===== config.mk =====
export PLATFORM = sky130hd
export DESIGN_NAME = lvds_tx_packer
export DESIGN_NICKNAME = d
export VERILOG_FILES = /design/src/rtl/lvds_tx_pkg.sv /design/src/rtl/lvds_phase_gen.sv /design/src/rtl/lvds_lane_map.sv /design/src/rtl/lvds_serializer.sv /design/src/rtl/lvds_tx_packer.sv
export SDC_FILE = /design/constraint.sdc
export NUM_CORES = 1
export LEC_CHECK = 0
export ABC_AREA = 1
export BUFFER_PORTS_ARGS = -buffer_cell sky130_fd_sc_hd__buf_2
export CAP_MARGIN = 20
export CORE_ASPECT_RATIO = 0.7
export CORE_UTILIZATION = 59
export DETAILED_ROUTE_END_ITERATION = 16
export PLACE_DENSITY_LB_ADDON = 0.15
export SLEW_MARGIN = 10
export SYNTH_ARGS = -nofsm -noshare
export SYNTH_HDL_FRONTEND = slang
export SYNTH_HIERARCHICAL = 1
export SYNTH_SLANG_ARGS = --single-unit

===== constraint.sdc =====
create_clock -name clk -period 7.5 [get_ports clk]
set_input_delay 1.125 -clock clk [delete_from_list [all_inputs] [get_ports clk]]
set_output_delay 1.125 -clock clk [all_outputs]
set_load 0.1 [all_outputs]

===== src/rtl/lvds_tx_pkg.sv =====
package lvds_tx_pkg;
  localparam int WORD_W     = 7;
  localparam int DATA_LANES = 4;
  localparam int CH_W       = 8;
  localparam int LINKS      = 2;
  localparam logic [WORD_W-1:0] CLK_WORD = 7'b1100011;

  typedef struct packed {
    logic [CH_W-1:0] r;
    logic [CH_W-1:0] g;
    logic [CH_W-1:0] b;
    logic            hs;
    logic            vs;
    logic            de;
  } pix_t;
endpackage


===== src/rtl/lvds_phase_gen.sv =====
module lvds_phase_gen #(
  parameter int W = 7
) (
  input  logic                 clk,
  input  logic                 rst_n,
  output logic [$clog2(W)-1:0] ph_o,
  output logic                 mid_o,
  output logic                 load_o
);
  localparam int PW  = $clog2(W);
  localparam int MID = W / 2;

  logic [PW-1:0] ph_q, ph_n;

  always_comb begin
    ph_n = (ph_q == PW'(W - 1)) ? '0 : ph_q + 1'b1;
  end

  always_ff @(posedge clk or negedge rst_n) begin
    if (!rst_n) ph_q <= '0;
    else        ph_q <= ph_n;
  end

  assign ph_o   = ph_q;
  assign mid_o  = (ph_q == PW'(MID));
  assign load_o = (ph_q == PW'(W - 1));

  // phase wraps from the last slot back to zero
  p_phase_wrap_r1: assert property (@(posedge clk) disable iff (!rst_n)
    load_o |=> (ph_q == '0));
endmodule


===== src/rtl/lvds_lane_map.sv =====
module lvds_lane_map
  import lvds_tx_pkg::*;
(
  input  pix_t                                  px,
  input  logic                                  en,
  input  logic                                  deep,
  input  logic                                  jeida,
  output logic [DATA_LANES-1:0][WORD_W-1:0]     lanes
);
  localparam int CORE_W = CH_W - 2;

  logic [CORE_W-1:0] rc, gc, bc;
  logic [1:0]        rx, gx, bx;

  always_comb begin
    if (deep && !jeida) begin
      rc = px.r[CORE_W-1:0];
      gc = px.g[CORE_W-1:0];
      bc = px.b[CORE_W-1:0];
    end else begin
      rc = px.r[CH_W-1:2];
      gc = px.g[CH_W-1:2];
      bc = px.b[CH_W-1:2];
    end
    if (jeida) begin
      rx = px.r[1:0];
      gx = px.g[1:0];
      bx = px.b[1:0];
    end else begin
      rx = px.r[CH_W-1:CH_W-2];
      gx = px.g[CH_W-1:CH_W-2];
      bx = px.b[CH_W-1:CH_W-2];
    end
    lanes[0] = {gc[0], rc};
    lanes[1] = {bc[1:0], gc[CORE_W-1:1]};
    lanes[2] = {px.de, px.vs, px.hs, bc[CORE_W-1:2]};
    lanes[3] = deep ? {rx, gx, bx, 1'b0} : '0;
    if (!en) lanes = '0;
  end
endmodule


===== src/rtl/lvds_serializer.sv =====
module lvds_serializer #(
  parameter int LANES = 5,
  parameter int W     = 7
) (
  input  logic                      clk,
  input  logic                      rst_n,
  input  logic                      load,
  input  logic [LANES-1:0][W-1:0]   word,
  output logic [LANES-1:0]          sout
);
  for (genvar i = 0; i < LANES; i++) begin : g_lane
    logic [W-1:0] sh_q, sh_n;

    always_comb begin
      sh_n = load ? word[i] : {sh_q[W-2:0], 1'b0};
    end

    always_ff @(posedge clk or negedge rst_n) begin
      if (!rst_n) sh_q <= '0;
      else        sh_q <= sh_n;
    end

    assign sout[i] = sh_q[W-1];

    // top slot of the loaded word is on the line the cycle after load
    p_first_slot_r2: assert property (@(posedge clk) disable iff (!rst_n)
      load |=> (sout[i] == $past(word[i][W-1])));
  end
endmodule


===== src/rtl/lvds_tx_packer.sv =====
module lvds_tx_packer
  import lvds_tx_pkg::*;
(
  input  logic                    clk,
  input  logic                    rst_n,
  input  logic                    cfg_dual,
  input  logic                    cfg_deep,
  input  logic                    cfg_jeida,
  input  logic [3*CH_W-1:0]       pix_rgb,
  input  logic                    pix_hs,
  input  logic                    pix_vs,
  input  logic                    pix_de,
  output logic                    pix_take,
  output logic [DATA_LANES-1:0]   odd_lane,
  output logic                    odd_clk,
  output logic [DATA_LANES-1:0]   even_lane,
  output logic                    even_clk
);
  localparam int LANES = DATA_LANES + 1;
  localparam int PW    = $clog2(WORD_W);

  // reset: asserted asynchronously, released through two flops
  logic rs1_q, rst_i;
  always_ff @(posedge clk or negedge rst_n) begin
    if (!rst_n) begin
      rs1_q <= 1'b0;
      rst_i <= 1'b0;
    end else begin
      rs1_q <= 1'b1;
      rst_i <= rs1_q;
    end
  end

  logic [PW-1:0] ph;
  logic          mid, load;

  lvds_phase_gen #(.W(WORD_W)) u_phase (
    .clk   (clk),
    .rst_n (rst_i),
    .ph_o  (ph),
    .mid_o (mid),
    .load_o(load)
  );

  pix_t px_in;
  always_comb begin
    px_in.r  = pix_rgb[3*CH_W-1:2*CH_W];
    px_in.g  = pix_rgb[2*CH_W-1:CH_W];
    px_in.b  = pix_rgb[CH_W-1:0];
    px_in.hs = pix_hs;
    px_in.vs = pix_vs;
    px_in.de = pix_de;
  end

  logic mid_take;
  assign mid_take = cfg_dual & mid;
  assign pix_take = load | mid_take;

  // odd/even steering: sel marks that the first pixel of the pair is held
  logic sel_q, sel_n;
  pix_t hold_q, hold_n;
  logic primed_q, primed_n;

  always_comb begin
    sel_n    = sel_q;
    hold_n   = hold_q;
    primed_n = primed_q | load;
    if (load)          sel_n = 1'b0;
    else if (mid_take) sel_n = 1'b1;
    if (mid_take && !sel_q) hold_n = px_in;
  end

  always_ff @(posedge clk or negedge rst_i) begin
    if (!rst_i) begin
      sel_q    <= 1'b0;
      hold_q   <= '0;
      primed_q <= 1'b0;
    end else begin
      sel_q    <= sel_n;
      hold_q   <= hold_n;
      primed_q <= primed_n;
    end
  end

  pix_t [LINKS-1:0]                                link_px;
  logic [LINKS-1:0]                                link_en;
  logic [LINKS-1:0][DATA_LANES-1:0][WORD_W-1:0]    map_lanes;
  logic [LINKS-1:0][LANES-1:0][WORD_W-1:0]         words;
  logic [LINKS-1:0][LANES-1:0]                     ser_out;

  assign link_px[0] = cfg_dual ? hold_q : px_in;
  assign link_px[1] = px_in;
  assign link_en[0] = 1'b1;
  assign link_en[1] = cfg_dual;

  for (genvar k = 0; k < LINKS; k++) begin : g_link
    lvds_lane_map u_map (
      .px   (link_px[k]),
      .en   (link_en[k]),
      .deep (cfg_deep),
      .jeida(cfg_jeida),
      .lanes(map_lanes[k])
    );

    assign words[k] = {(link_en[k] ? CLK_WORD : {WORD_W{1'b0}}), map_lanes[k]};

    lvds_serializer #(.LANES(LANES), .W(WORD_W)) u_ser (
      .clk  (clk),
      .rst_n(rst_i),
      .load (load),
      .word (words[k]),
      .sout (ser_out[k])
    );
  end

  assign odd_lane  = ser_out[0][DATA_LANES-1:0];
  assign odd_clk   = ser_out[0][DATA_LANES];
  assign even_lane = ser_out[1][DATA_LANES-1:0];
  assign even_clk  = ser_out[1][DATA_LANES];

  // take strobe is never two cycles wide
  p_take_gap_r1: assert property (@(posedge clk) disable iff (!rst_i)
    pix_take |=> !pix_take);

  // a dual word load always finds the first pixel parked
  p_dual_pair_r10: assert property (@(posedge clk) disable iff (!rst_i)
    (load && cfg_dual && $past(cfg_dual, 3)) |-> sel_q);

  // single mode leaves the even link silent
  p_even_idle_r9: assert property (@(posedge clk) disable iff (!rst_i)
    (load && !cfg_dual) |=> (even_lane == '0 && !even_clk));

  // lane 2 leads with the data-enable of the sampled pixel
  p_ctrl_de_r4: assert property (@(posedge clk) disable iff (!rst_i)
    (load && !cfg_dual) |=> (odd_lane[2] == $past(pix_de)));

  // six-bit words leave lane 3 low
  p_lane3_low_r7: assert property (@(posedge clk) disable iff (!rst_i)
    (load && !cfg_deep) |=> (!odd_lane[3] && !even_lane[3]));

  // clock lane follows the fixed pattern by phase once running
  p_clk_pattern_r8: assert property (@(posedge clk) disable iff (!rst_i)
    primed_q |-> (odd_clk == CLK_WORD[PW'(WORD_W - 1) - ph]));
endmodule


# After elaboration in Yosys (flattened, before gate mapping)
# Index checks and enable logic that the tools add are counted.
# Widths: inputs -> output; s select.
# word_totals
reg_bits	103
in_bits	32
wordCells	60
# op_classes
add_sub_neg	1
eq_ne	2
mux	30
bitwise	2
n_reduce_logical	5
# ops
cell	n
$mux 7	13
$mux 6	6
$mux 28	1
$mux 27	1
$mux 2	6
$add 3x1->3 const B	1
$eq 3x2->1 const B	1
$eq 3x3->1 const B	1
$mux 3	1
$logic_and 1x1->1	2
$logic_not 1->1	2
$mux 1	2
$reduce_bool 2->1	1
$and 1x1->1	1
$or 1x1->1	1

# Longest topological paths before layout
# Gate-level depths: netlist of run 1.
# depth
ltp_word	5
mapped_depth	10

# Hierarchy
# Netlist of run 1, hierarchy kept.
# modules_own_cells
module	instances	cells_each	area_per_inst_um2	seq_area_each_um2
lvds_serializer	2	148	1393.8	875.8
lvds_tx_packer	1	217	1632.8	750.7
lvds_lane_map	2	128	579.3	0.0
lvds_phase_gen	1	14	130.1	75.1

# Worst setup path after synthesis of run 1
# No wires, ideal clock.
# synth_path
kind	input -> output
startpoint	input port cfg_dual
endpoint	output port pix_take
t_arrival_ps	1976
slack_ps	4399
path_stages	3
path_buffers	1
path_cell_list	buf_4 nand2_1 nand2_1
# synth_via
elab_chain_len	2
# synth_rtl
element	line_no	text
from (decl)	lvds_tx_packer.sv:6	input logic cfg_dual,
$and 1x1->1	lvds_tx_packer.sv:56	assign mid_take = cfg_dual & mid;
$or 1x1->1	lvds_tx_packer.sv:57	assign pix_take = load | mid_take;
to (decl)	lvds_tx_packer.sv:13	output logic pix_take,
# No other way between the ends.

# Final worst setup path of run 1
# Same ends and word-level chain as after synthesis.

==> results of run 1 <==
worst paths after layout:
check                      slack [ns]                                           to  cells after the start         startpoint
setup / recovery                 3.81                                     pix_take                      4           cfg_dual
hold / removal                   0.30                    u_phase/ph_o[1]$_DFF_PN0_                      0    rst_i$_DFF_PN0_
setup reg to reg                 5.61                       hold_q[21]$_DFFE_PN0P_                      4  sel_q$_DFFE_PN0P_
hold reg to reg                  0.30                    u_phase/ph_o[1]$_DFF_PN0_                      0    rst_i$_DFF_PN0_
max in group asynchronous        6.02  g_link[1].u_ser/g_lane[2].sh_q[6]$_DFF_PN0_                      1    rst_i$_DFF_PN0_
min in group clk                 0.36                              rst_i$_DFF_PN0_                      0    rs1_q$_DFF_PN0_
power by group:
group	internal, mW	leakage [nW]	switching [mW]
logic	0.0482	2.05	0.121
registers	0.575	1.37	0.0113
clock network	0.292	0.151	0.192
total	0.915	3.57	0.324
critical path, stage by stage:
cell and delay [ns]:
buf_2 0.73, nand2_1 0.17, nand2_1 0.10, buf_2 0.42
layout make-up:
| class | instances | area, um2 |
|---|---|---|
| multi-input combinational | 545 | 2320 |
| clock inverter | 4 | 70.1 |
| fill | 829 | 3270 |
| tap | 124 | 155 |
| sequential | 103 | 2580 |
| timing repair buffer | 46 | 240 |
| clock buffer | 12 | 236 |
| inverter | 89 | 344 |
sequential cells by signal, summed over array words and instances (netlist names):
| name | cells |
|---|---|
| g_link.u_ser/g_lane.sh_q | 70 |
| hold_q | 27 |
| rs1_q | 1 |
| rst_i | 1 |
| sel_q | 1 |
| u_phase/ph_o | 3 |
metal layers:
metal	GRT usage [%]	vias to the layer above
li1	-	2351
met1	32.6	2167
met2	40.7	110
met3	5.23	18
met4	8.07	0
met5	0	-
cells in the final DEF (no fill, tap or decap):
master / n
inv_6: 2
a21oi_1: 3
nor3_1: 10
nand3_1: 36
o21ai_0: 27
bufinv_16: 2
inv_2: 2
nor2_8: 2
dfrtp_4: 1
ha_1: 1
buf_4: 4
clkbuf_16: 9
nand4_1: 27
buf_2: 42
nand2_2: 15
dfrtp_1: 102
nor2_2: 6
conb_1: 17
nand2_1: 309
clkinv_2: 2
nor2_1: 90
nor2_4: 1
inv_1: 85
nand3_4: 1
clkbuf_1: 3
cells by family after synthesis:
logic type	count (synthesis)	synth area share (%)
AND/OR/NAND/NOR	497	36.6
buffers and inverters	148	15.1
flip-flops	103	45.1
AO/OA/AOI/OAI	30	2.63
other	4	0.263
adder cells (fa/ha/maj)	1	0.219
through the flow:
| step | std cells | cell area [um2] | setup WS [ns] | hold WS [ns] |
|---|---|---|---|---|
| final | 923 | 5950 | 3.81 | 0.300 |
| after global routing | 923 | 5950 | 3.64 | 0.358 |
| after CTS | 923 | 5950 | 3.81 | 0.322 |
| after detailed placement | 907 | 5640 | 3.81 | 0.318 |
| after global placement | 907 | 5640 | 3.85 | 0.314 |
| after floorplan | 796 | 5760 | 4.40 | 0.331 |
==> summary.md, run 1 <==
| Metric | Value |
|---|---|
| Worst clock skew | `roughly 0.0055 ns` |
| Worst Setup End Kind | `primary output` |
| Worst slew margin | `about a third` |
| Total Power | `approximately 1.2 mW` |
| Die Area | `around 0.01 mm2` |
| Core area | `about 0.009 mm2` |
| H-tree Lvls | `3` |
| Register area share after synthesis | `between 40% and 50%` |
| Maximum vdd drop | `around 140 uV` |
| DR pass1 iterations | `5` |
| Metal2 WL | `~5.2 mm` |
| Clk slew on worst S/H paths | `approximately 0.06 ns` |
| Status | `finished clean` |
| Vias | `around 4600` |
| Top-level I/O count | `43` |
| Syn. warnings | `6` |
| Port buffer count | `42` |
| Initial antenna violation count | `0` |
| Pin count of the biggest net entering global routing | `76` |
| Avg Cell Area, Syn | `between 7 and 8 um2` |
| Max-Cap Viols | `0` |
| Yosys reg bits | `roughly 100` |
| TritonCTS clock tree | `yes` |
| Met3 routed WL | `608 um` |
| CTS Buf Count | `9` |
| Period minus WS final | `about 3.7 ns` |
| Clock sinks | `~100` |
| Crit path DAT | `approximately 2.6 ns` |
| Post-route clock period utilization | `49.2%` |
| # diodes | `0` |
| Post-route ant nets | `0` |
| Max Used Layer | `met4` |
| Gr usage total | `~25%` |
| Share of cells above drive strength 1 | `between 10% and 20%` |
| Total Wirelength | `11.4 mm` |
| Die Y | `around 84 um` |
| Startpoint Class | `primary input` |
| Most common flop cell mapped by yosys | `dfrtp_1` |
| Post-CTS sizing | `0` |
| Post-DP HPWL | `~7.4 mm` |
| Drc violations | `0` |
| GPL Wtd Cong | `approximately 0.82` |
| Worst Tran Pin Value | `~0.98 ns` |
| DRT iter0 DRCs | `around 340` |
| Clock latency on the worst-skew pair | `around 0.34 ns` |
| Area fraction of the dominant cell type after synthesis | `45.1%` |
| Crit path max fanout | `66` |
| Mean number of vias per cell | `slightly above 5` |
| Cell with the most instances after synthesis | `nand2_1` |
| TNS Setup | `0 ns` |
| Final Slew Violations | `0` |
| Initial cell density of the core | `61.9%` |
| Worst EP required | `~6.4 ns` |
| P&R area growth vs syn | `4.23%` |
| Yosys cell types | `23` |
| Final Hold Viols | `0` |
| Pwr Density | `208 mW/mm2` |
| Most area-consuming cells after synthesis | `dfrtp_1 (45%), nand2_1 (20%), nor2_1 (5.9%), inv_1 (5.6%), buf_6 (4.1%)` |
| Post-synth top cells | `nand2_1 (309), dfrtp_1 (103), nor2_1 (90)` |
| FP Rows | `29` |
| Post-layout net count | `between 800 and 900` |
| Fmax | `~270 MHz` |
| Synthesized netlist cell count | `a little under 800` |
| Die W | `approximately 120 um` |
| Post-CTS Hold Buffers | `0` |
| Root buf cell | `clkbuf_16` |
| GRT overflow | `0` |
| Asr flop ratio synth | `100%` |
| Post-synth EDFFs | `0` |
| Final core utilization | `64.6%` |
| Unrepaired setup endpoints after global routing | `no` |
| Post-CTS Setup Bufs | `0` |
| Clock buffer depth | `2` |
| Final setup vio count | `0` |
| Class of the most critical setup path | `in2out` |
| Wire per inst | `~12 um` |
| First-pass GRT wire length | `roughly 20 mm` |
| Most area-hungry cell type in the Yosys netlist | `dfrtp_1` |
| Post-synthesis cell area | `~0.0057 mm2` |
| HP Class | `reg2async` |
| M1 WL | `between 5 and 6 mm` |
| Vias in the first global route | `between 4000 and 5000` |
| Leakage | `3.57 nW` |
Power figures use the tool's default switching activity.
==> run 2: changes to the inputs <==
--- a/config.mk
+++ b/config.mk
@@ -9,7 +9,7 @@
 export BUFFER_PORTS_ARGS = -buffer_cell sky130_fd_sc_hd__buf_2
 export CAP_MARGIN = 20
 export CORE_ASPECT_RATIO = 0.7
-export CORE_UTILIZATION = 59
+export CORE_UTILIZATION = 55
 export DETAILED_ROUTE_END_ITERATION = 16
 export PLACE_DENSITY_LB_ADDON = 0.15
 export SLEW_MARGIN = 10
==> constraint.sdc (replaced) <==
create_clock -name clk -period 3 [get_ports clk]
set_input_delay 0.45 -clock clk [delete_from_list [all_inputs] [get_ports clk]]
set_output_delay 0.45 -clock clk [all_outputs]
set_load 0.1 [all_outputs]
==> summary.md, run 2 (synthesized netlist as in run 1, its figures left out) <==
| Metric | Value |
|---|---|
| Status | `finished clean` |
| GRT overflow | `0` |
| Worst slew margin | `between 40 and 50%` |
| Slowest Stage Delay on Critical Path | `between 0.4 and 0.5 ns` |
| Metal2 WL | `5.51 mm` |
| Final Slew Violations | `0` |
| Die Y | `87.2 um` |
| Max reg flops | `70` |
| Pwr Density | `roughly 500 mW/mm2` |
| Die W | `124 um` |
| Fmax | `roughly 470 MHz` |
| DRT iter0 DRCs | `393` |
| Period minus WS final | `between 2 and 2.5 ns` |
| Leading cell types in the layout, fill and taps excluded | `nand2_1 (309), dfrtp_1 (102), nor2_1 (90)` |
| Clk slew on worst S/H paths | `about 0.070 ns` |
| Worst EP required | `2.55 ns` |
| Max-Cap Viols | `0` |
| Post-CTS Setup Bufs | `0` |
| Post-layout net count | `~830` |
| Unrepaired setup endpoints after global routing | `no` |
| M1 WL | `between 5 and 6 mm` |
| P&R area growth vs syn | `5.61%` |
| Root buf cell | `clkbuf_16` |
| Clock sinks | `between 100 and 150` |
| Crit path max fanout | `7` |
| Gr usage total | `roughly a quarter` |
| Worst Setup End Kind | `primary output` |
| Reg with most FFs | `g_link.u_ser/g_lane.sh_q` |
| Total Wirelength | `about 12 mm` |
| CP Buf/Inv Count | `2` |
| Port buffer count | `42` |
| Worst path cell trace | `nand2_1 > inv_1 > ha_1 > nand2_1 > nand2_1 > buf_12` |
| Vias in the first global route | `around 4500` |
| Core area | `between 0.009 and 0.01 mm2` |
| Initial antenna violation count | `0` |
| Share of cells above drive strength 1 | `a little under an eighth` |
| Die Area | `about 0.011 mm2` |
| Clock buffer depth | `2` |
| Post-place setup slack | `between 1 and 1.5 ns` |
| Met3 routed WL | `around 600 um` |
| Final Hold Viols | `0` |
| Wire per inst | `approximately 13 um` |
| Placed cells | `approximately 920` |
| FP Rows | `30` |
| Final setup vio count | `0` |
| Post-DP HPWL | `~8 mm` |
| Clock latency on the worst-skew pair | `about 0.35 ns` |
| H-tree Lvls | `3` |
| Drc violations | `0` |
| Pin count of the biggest net entering global routing | `76` |
| TritonCTS clock tree | `yes` |
| Maximum vdd drop | `279 uV` |
| Leakage | `between 3 and 4 nW` |
| Non-filler instance count after layout | `932` |
| Crit-path leading delay family | `flip-flops` |
| Post-route setup slack | `approximately 0.89 ns` |
| CP max-delay cell | `dfrtp_1` |
| HP Class | `reg2reg` |
| FILL cells | `933` |
| Most frequent CP cell | `nand2_1` |
| TNS Setup | `0 ns` |
| Crit path DAT | `between 1.5 and 2 ns` |
| Vias | `about 4700` |
| CTS Buf Count | `9` |
| Class of the most critical setup path | `reg2out` |
| First-pass GRT wire length | `a little over 20 mm` |
| Commonest non-fill, non-tap cell in the layout | `nand2_1` |
| GPL Wtd Cong | `0.823` |
| Initial cell density of the core | `between 50 and 60%` |
| Max Used Layer | `met4` |
| Startpoint Class | `flip-flop` |
| # diodes | `0` |
| Worst Tran Pin Value | `~0.8 ns` |
| Worst clock skew | `between 0.005 and 0.006 ns` |
| Post-route clock period utilization | `approximately 70%` |
| DR pass1 iterations | `6` |
| Post-route ant nets | `0` |
| Top-level I/O count | `43` |
| WHS | `approximately 0.35 ns` |
| Mean number of vias per cell | `~5.1` |
## run 2: cell count changes in the layout (fill, tap and decap cells not counted), moves of 2 or more
cell | before | now
clkbuf_1 | 3 | 1
buf_12 | 0 | 3
buf_4 | 4 | 6
clkinvlp_4 | 0 | 3
## run 2: timing repair
item	in CTS	in global routing
hold buffers	1	0
gates resized for setup	0	0
endpoints found under the setup margin	0	0
endpoints found under the hold margin	2	0
## run 2: power by group
part	switching [mW]	internal [mW]
combinational	0.304	0.128
sequential	0.0326	1.44
clock	0.514	0.669
## run 2: path summary, 6_finish.rpt
kind	startpoint	to	slack (ns)	depth (start not counted)
worst max-delay path	u_phase/ph_o[0]$_DFF_PN0_	pix_take	0.89	6
max in group asynchronous	rst_i$_DFF_PN0_	hold_q[1]$_DFFE_PN0P_	1.91	1
worst max register to register	u_phase/ph_o[0]$_DFF_PN0_	hold_q[11]$_DFFE_PN0P_	1.15	7
worst min register to register	rs1_q$_DFF_PN0_	rst_i$_DFF_PN0_	0.35	0
worst min-delay path	rs1_q$_DFF_PN0_	rst_i$_DFF_PN0_	0.35	0
min in group asynchronous	rst_i$_DFF_PN0_	g_link[0].u_ser/g_lane[0].sh_q[3]$_DFF_PN0_	0.37	0
## run 2: per-layer routing
| layer | up-vias | GRT usage (%) |
|---|---|---|
| li1 | 2361 | - |
| met1 | 2223 | 33.6 |
| met2 | 135 | 40.2 |
| met3 | 18 | 5.17 |
| met4 | 0 | 8.32 |
| met5 | - | 0 |
## run 2: final cells by class
class	count	area, um2	area share [%]
clock buffer	11	243	4.03
timing repair buffer	51	320	5.31
clock inverter	5	57.6	0.955
inverter	89	344	5.71
multi-input combinational	545	2320	38.5
sequential	103	2580	42.8
tap	128	160	2.66
## run 2: stage by stage
stage / util [%] / area, um2 / power (mW)
floorplan: - / 5760 / 1.84
global placement: 57.9 / 5720 / 1.91
detailed placement: 57.9 / 5720 / 1.92
CTS: 61.1 / 6030 / 3.12
global route: 61.1 / 6030 / 3.24
finish: 61.1 / 6030 / 3.08
==> run 3: changes to the inputs <==
--- a/config.mk
+++ b/config.mk
@@ -9,7 +9,7 @@
 export BUFFER_PORTS_ARGS = -buffer_cell sky130_fd_sc_hd__buf_2
 export CAP_MARGIN = 20
 export CORE_ASPECT_RATIO = 0.7
-export CORE_UTILIZATION = 55
+export CORE_UTILIZATION = 59
 export DETAILED_ROUTE_END_ITERATION = 16
 export PLACE_DENSITY_LB_ADDON = 0.15
 export SLEW_MARGIN = 10
==> constraint.sdc (replaced) <==
create_clock -name clk -period 2 [get_ports clk]
set_input_delay 0.3 -clock clk [delete_from_list [all_inputs] [get_ports clk]]
set_output_delay 0.3 -clock clk [all_outputs]
set_load 0.1 [all_outputs]
==> summary.md, run 3 (synthesized netlist as in run 1, its figures left out) <==
| Metric | Value |
|---|---|
| FP Rows | `29` |
| Commonest non-fill, non-tap cell in the layout | `nand2_1` |
| Period minus WS final | `1.83 ns` |
| Mean number of vias per cell | `between 5 and 6` |
| Worst path cell trace | `nand2_1 > inv_1 > ha_1 > nand2_1 > nand2_1 > buf_12` |
| Status | `finished clean` |
| Clock latency on the worst-skew pair | `between 0.3 and 0.4 ns` |
| Post-DP Area | `roughly 0.0057 mm2` |
| Drc violations | `0` |
| Finished Cell Area | `0.00604 mm2` |
| Most frequent CP cell | `nand2_1` |
| Crit path DAT | `between 1.5 and 2 ns` |
| Root buf cell | `clkbuf_16` |
| Post-CTS sizing | `0` |
| Leading cell types in the layout, fill and taps excluded | `nand2_1 (309), dfrtp_1 (102), nor2_1 (90)` |
| DR pass1 iterations | `5` |
| Clk slew on worst S/H paths | `approximately 0.070 ns` |
| H-tree Lvls | `3` |
| TritonCTS clock tree | `yes` |
| Gr usage total | `a little over a quarter` |
| Die W | `between 100 and 150 um` |
| CP max-delay cell | `dfrtp_1` |
| Initial antenna violation count | `0` |
| Max reg flops | `70` |
| Pwr Density | `between 700 and 800 mW/mm2` |
| Total Wirelength | `roughly 12 mm` |
| Slowest Stage Delay on Critical Path | `0.42 ns` |
| Maximum vdd drop | `between 500 and 600 uV` |
| Vias in the first global route | `~4700` |
| Worst Setup End Kind | `primary output` |
| Startpoint Class | `flip-flop` |
| # diodes | `0` |
| Clock sinks | `around 100` |
| Final Hold Viols | `0` |
| Initial cell density of the core | `roughly three fifths` |
| Share of cells above drive strength 1 | `around an eighth` |
| WHS | `~0.17 ns` |
| CTS Buf Count | `9` |
| P&R area growth vs syn | `5.79%` |
| Fmax | `around 550 MHz` |
| Post-DP HPWL | `7.70 mm` |
| Crit path max fanout | `4` |
| FILL cells | `about 840` |
| Max-Cap Viols | `0` |
| Post-route ant nets | `0` |
| Core area | `~0.009 mm2` |
| HP Class | `reg2async` |
| Reg with most FFs | `g_link.u_ser/g_lane.sh_q` |
| Unrepaired setup endpoints after global routing | `no` |
| Port buffer count | `42` |
| DRT iter0 DRCs | `~360` |
| GPL Wtd Cong | `around 0.81` |
| Clock buffer depth | `2` |
| Class of the most critical setup path | `reg2out` |
| Top-level I/O count | `43` |
| GRT overflow | `0` |
| Wire per inst | `12.5 um` |
| Worst EP required | `~1.7 ns` |
| Post-place setup slack | `roughly 0.5 ns` |
| Final setup vio count | `0` |
| Post-layout net count | `834` |
| Area occupied by multi-input gates | `between 0.002 and 0.0025 mm2` |
| First-pass GRT wire length | `around 21 mm` |
| FF/Latch Area | `between 0.002 and 0.003 mm2` |
| Die Y | `between 80 and 90 um` |
| TNS Setup | `0 ns` |
| Leakage | `roughly 3.6 nW` |
| Final Slew Violations | `0` |
| Post-route setup slack | `about 0.17 ns` |
| Pin count of the biggest net entering global routing | `80` |
| Post-route clock period utilization | `between 90% and 100%` |
| Die Area | `0.0101 mm2` |
| Worst clock skew | `around 0.009 ns` |
| Vias | `approximately 4700` |
[run 3: changes by cell type in the layout (fill, tap and decap cells not counted)]
cell | before | now
clkbuf_8 | 1 | 3
clkinvlp_4 | 3 | 1
buf_12 | 3 | 4
buf_4 | 6 | 7
bufinv_16 | 1 | 0
clkinv_2 | 1 | 2
[run 3: critical path, delay by kind of cell (launching register included)]
family                   cells  cell delay, ns
buffers and inverters        2            0.24
adder cells (fa/ha/maj)      1            0.22
flip-flops                   1            0.42
AND/OR/NAND/NOR              3            0.30
[run 3: repair_timing]
| item | 4_1_cts | 5_1_grt |
|---|---|---|
| buffers inserted | 0 | 0 |
| hold buffers | 1 | 0 |
| endpoints found under the hold margin | 2 | 0 |
[run 3: area by class of cell]
class	instances	area share [%]
sequential	103	42.7
multi-input combinational	545	38.5
timing repair buffer	53	5.76
inverter	89	5.70
clock buffer	13	4.47
tap	124	2.57
clock inverter	3	0.290
[run 3: final timing paths]
check / from / end / slack (ns) / depth (start not counted)
hold / removal: rst_i$_DFF_PN0_ / g_link[0].u_ser/g_lane[4].sh_q[0]$_DFF_PN0_ / 0.17 / 0
setup reg to reg: u_phase/ph_o[0]$_DFF_PN0_ / hold_q[20]$_DFFE_PN0P_ / 0.57 / 6
hold reg to reg: rst_i$_DFF_PN0_ / g_link[0].u_ser/g_lane[4].sh_q[0]$_DFF_PN0_ / 0.17 / 0
max in group asynchronous: rst_i$_DFF_PN0_ / g_link[0].u_ser/g_lane[4].sh_q[6]$_DFF_PN0_ / 1.23 / 1
setup / recovery: u_phase/ph_o[0]$_DFF_PN0_ / pix_take / 0.17 / 6
min in group clk: cfg_dual / g_link[1].u_ser/g_lane[4].sh_q[0]$_DFF_PN0_ / 0.23 / 3
[run 3: metrics by stage]
step           instances  power (mW)  util, %
6_report             930        4.54     65.5
5_1_grt              930        4.76     65.5
4_1_cts              930        4.58     65.5
3_5_place_dp         913        2.89     62.3
3_3_place_gp         913        2.87     62.3
2_1_floorplan        796        2.76        -
[run 3: power by group]
group | internal, mW | switching, mW | total, mW
clock network | 0.943 | 0.741 | 1.68
registers | 2.16 | 0.0335 | 2.19
logic | 0.196 | 0.469 | 0.664
total | 3.29 | 1.24 | 4.54
[run 3: layer usage]
metal	track usage, %	vias up	wire, um
met2	44.1	123	5430
met4	8.64	0	178
met3	5.84	18	545
met1	34.0	2161	5490
li1	-	2366	-
met5	0	-	0
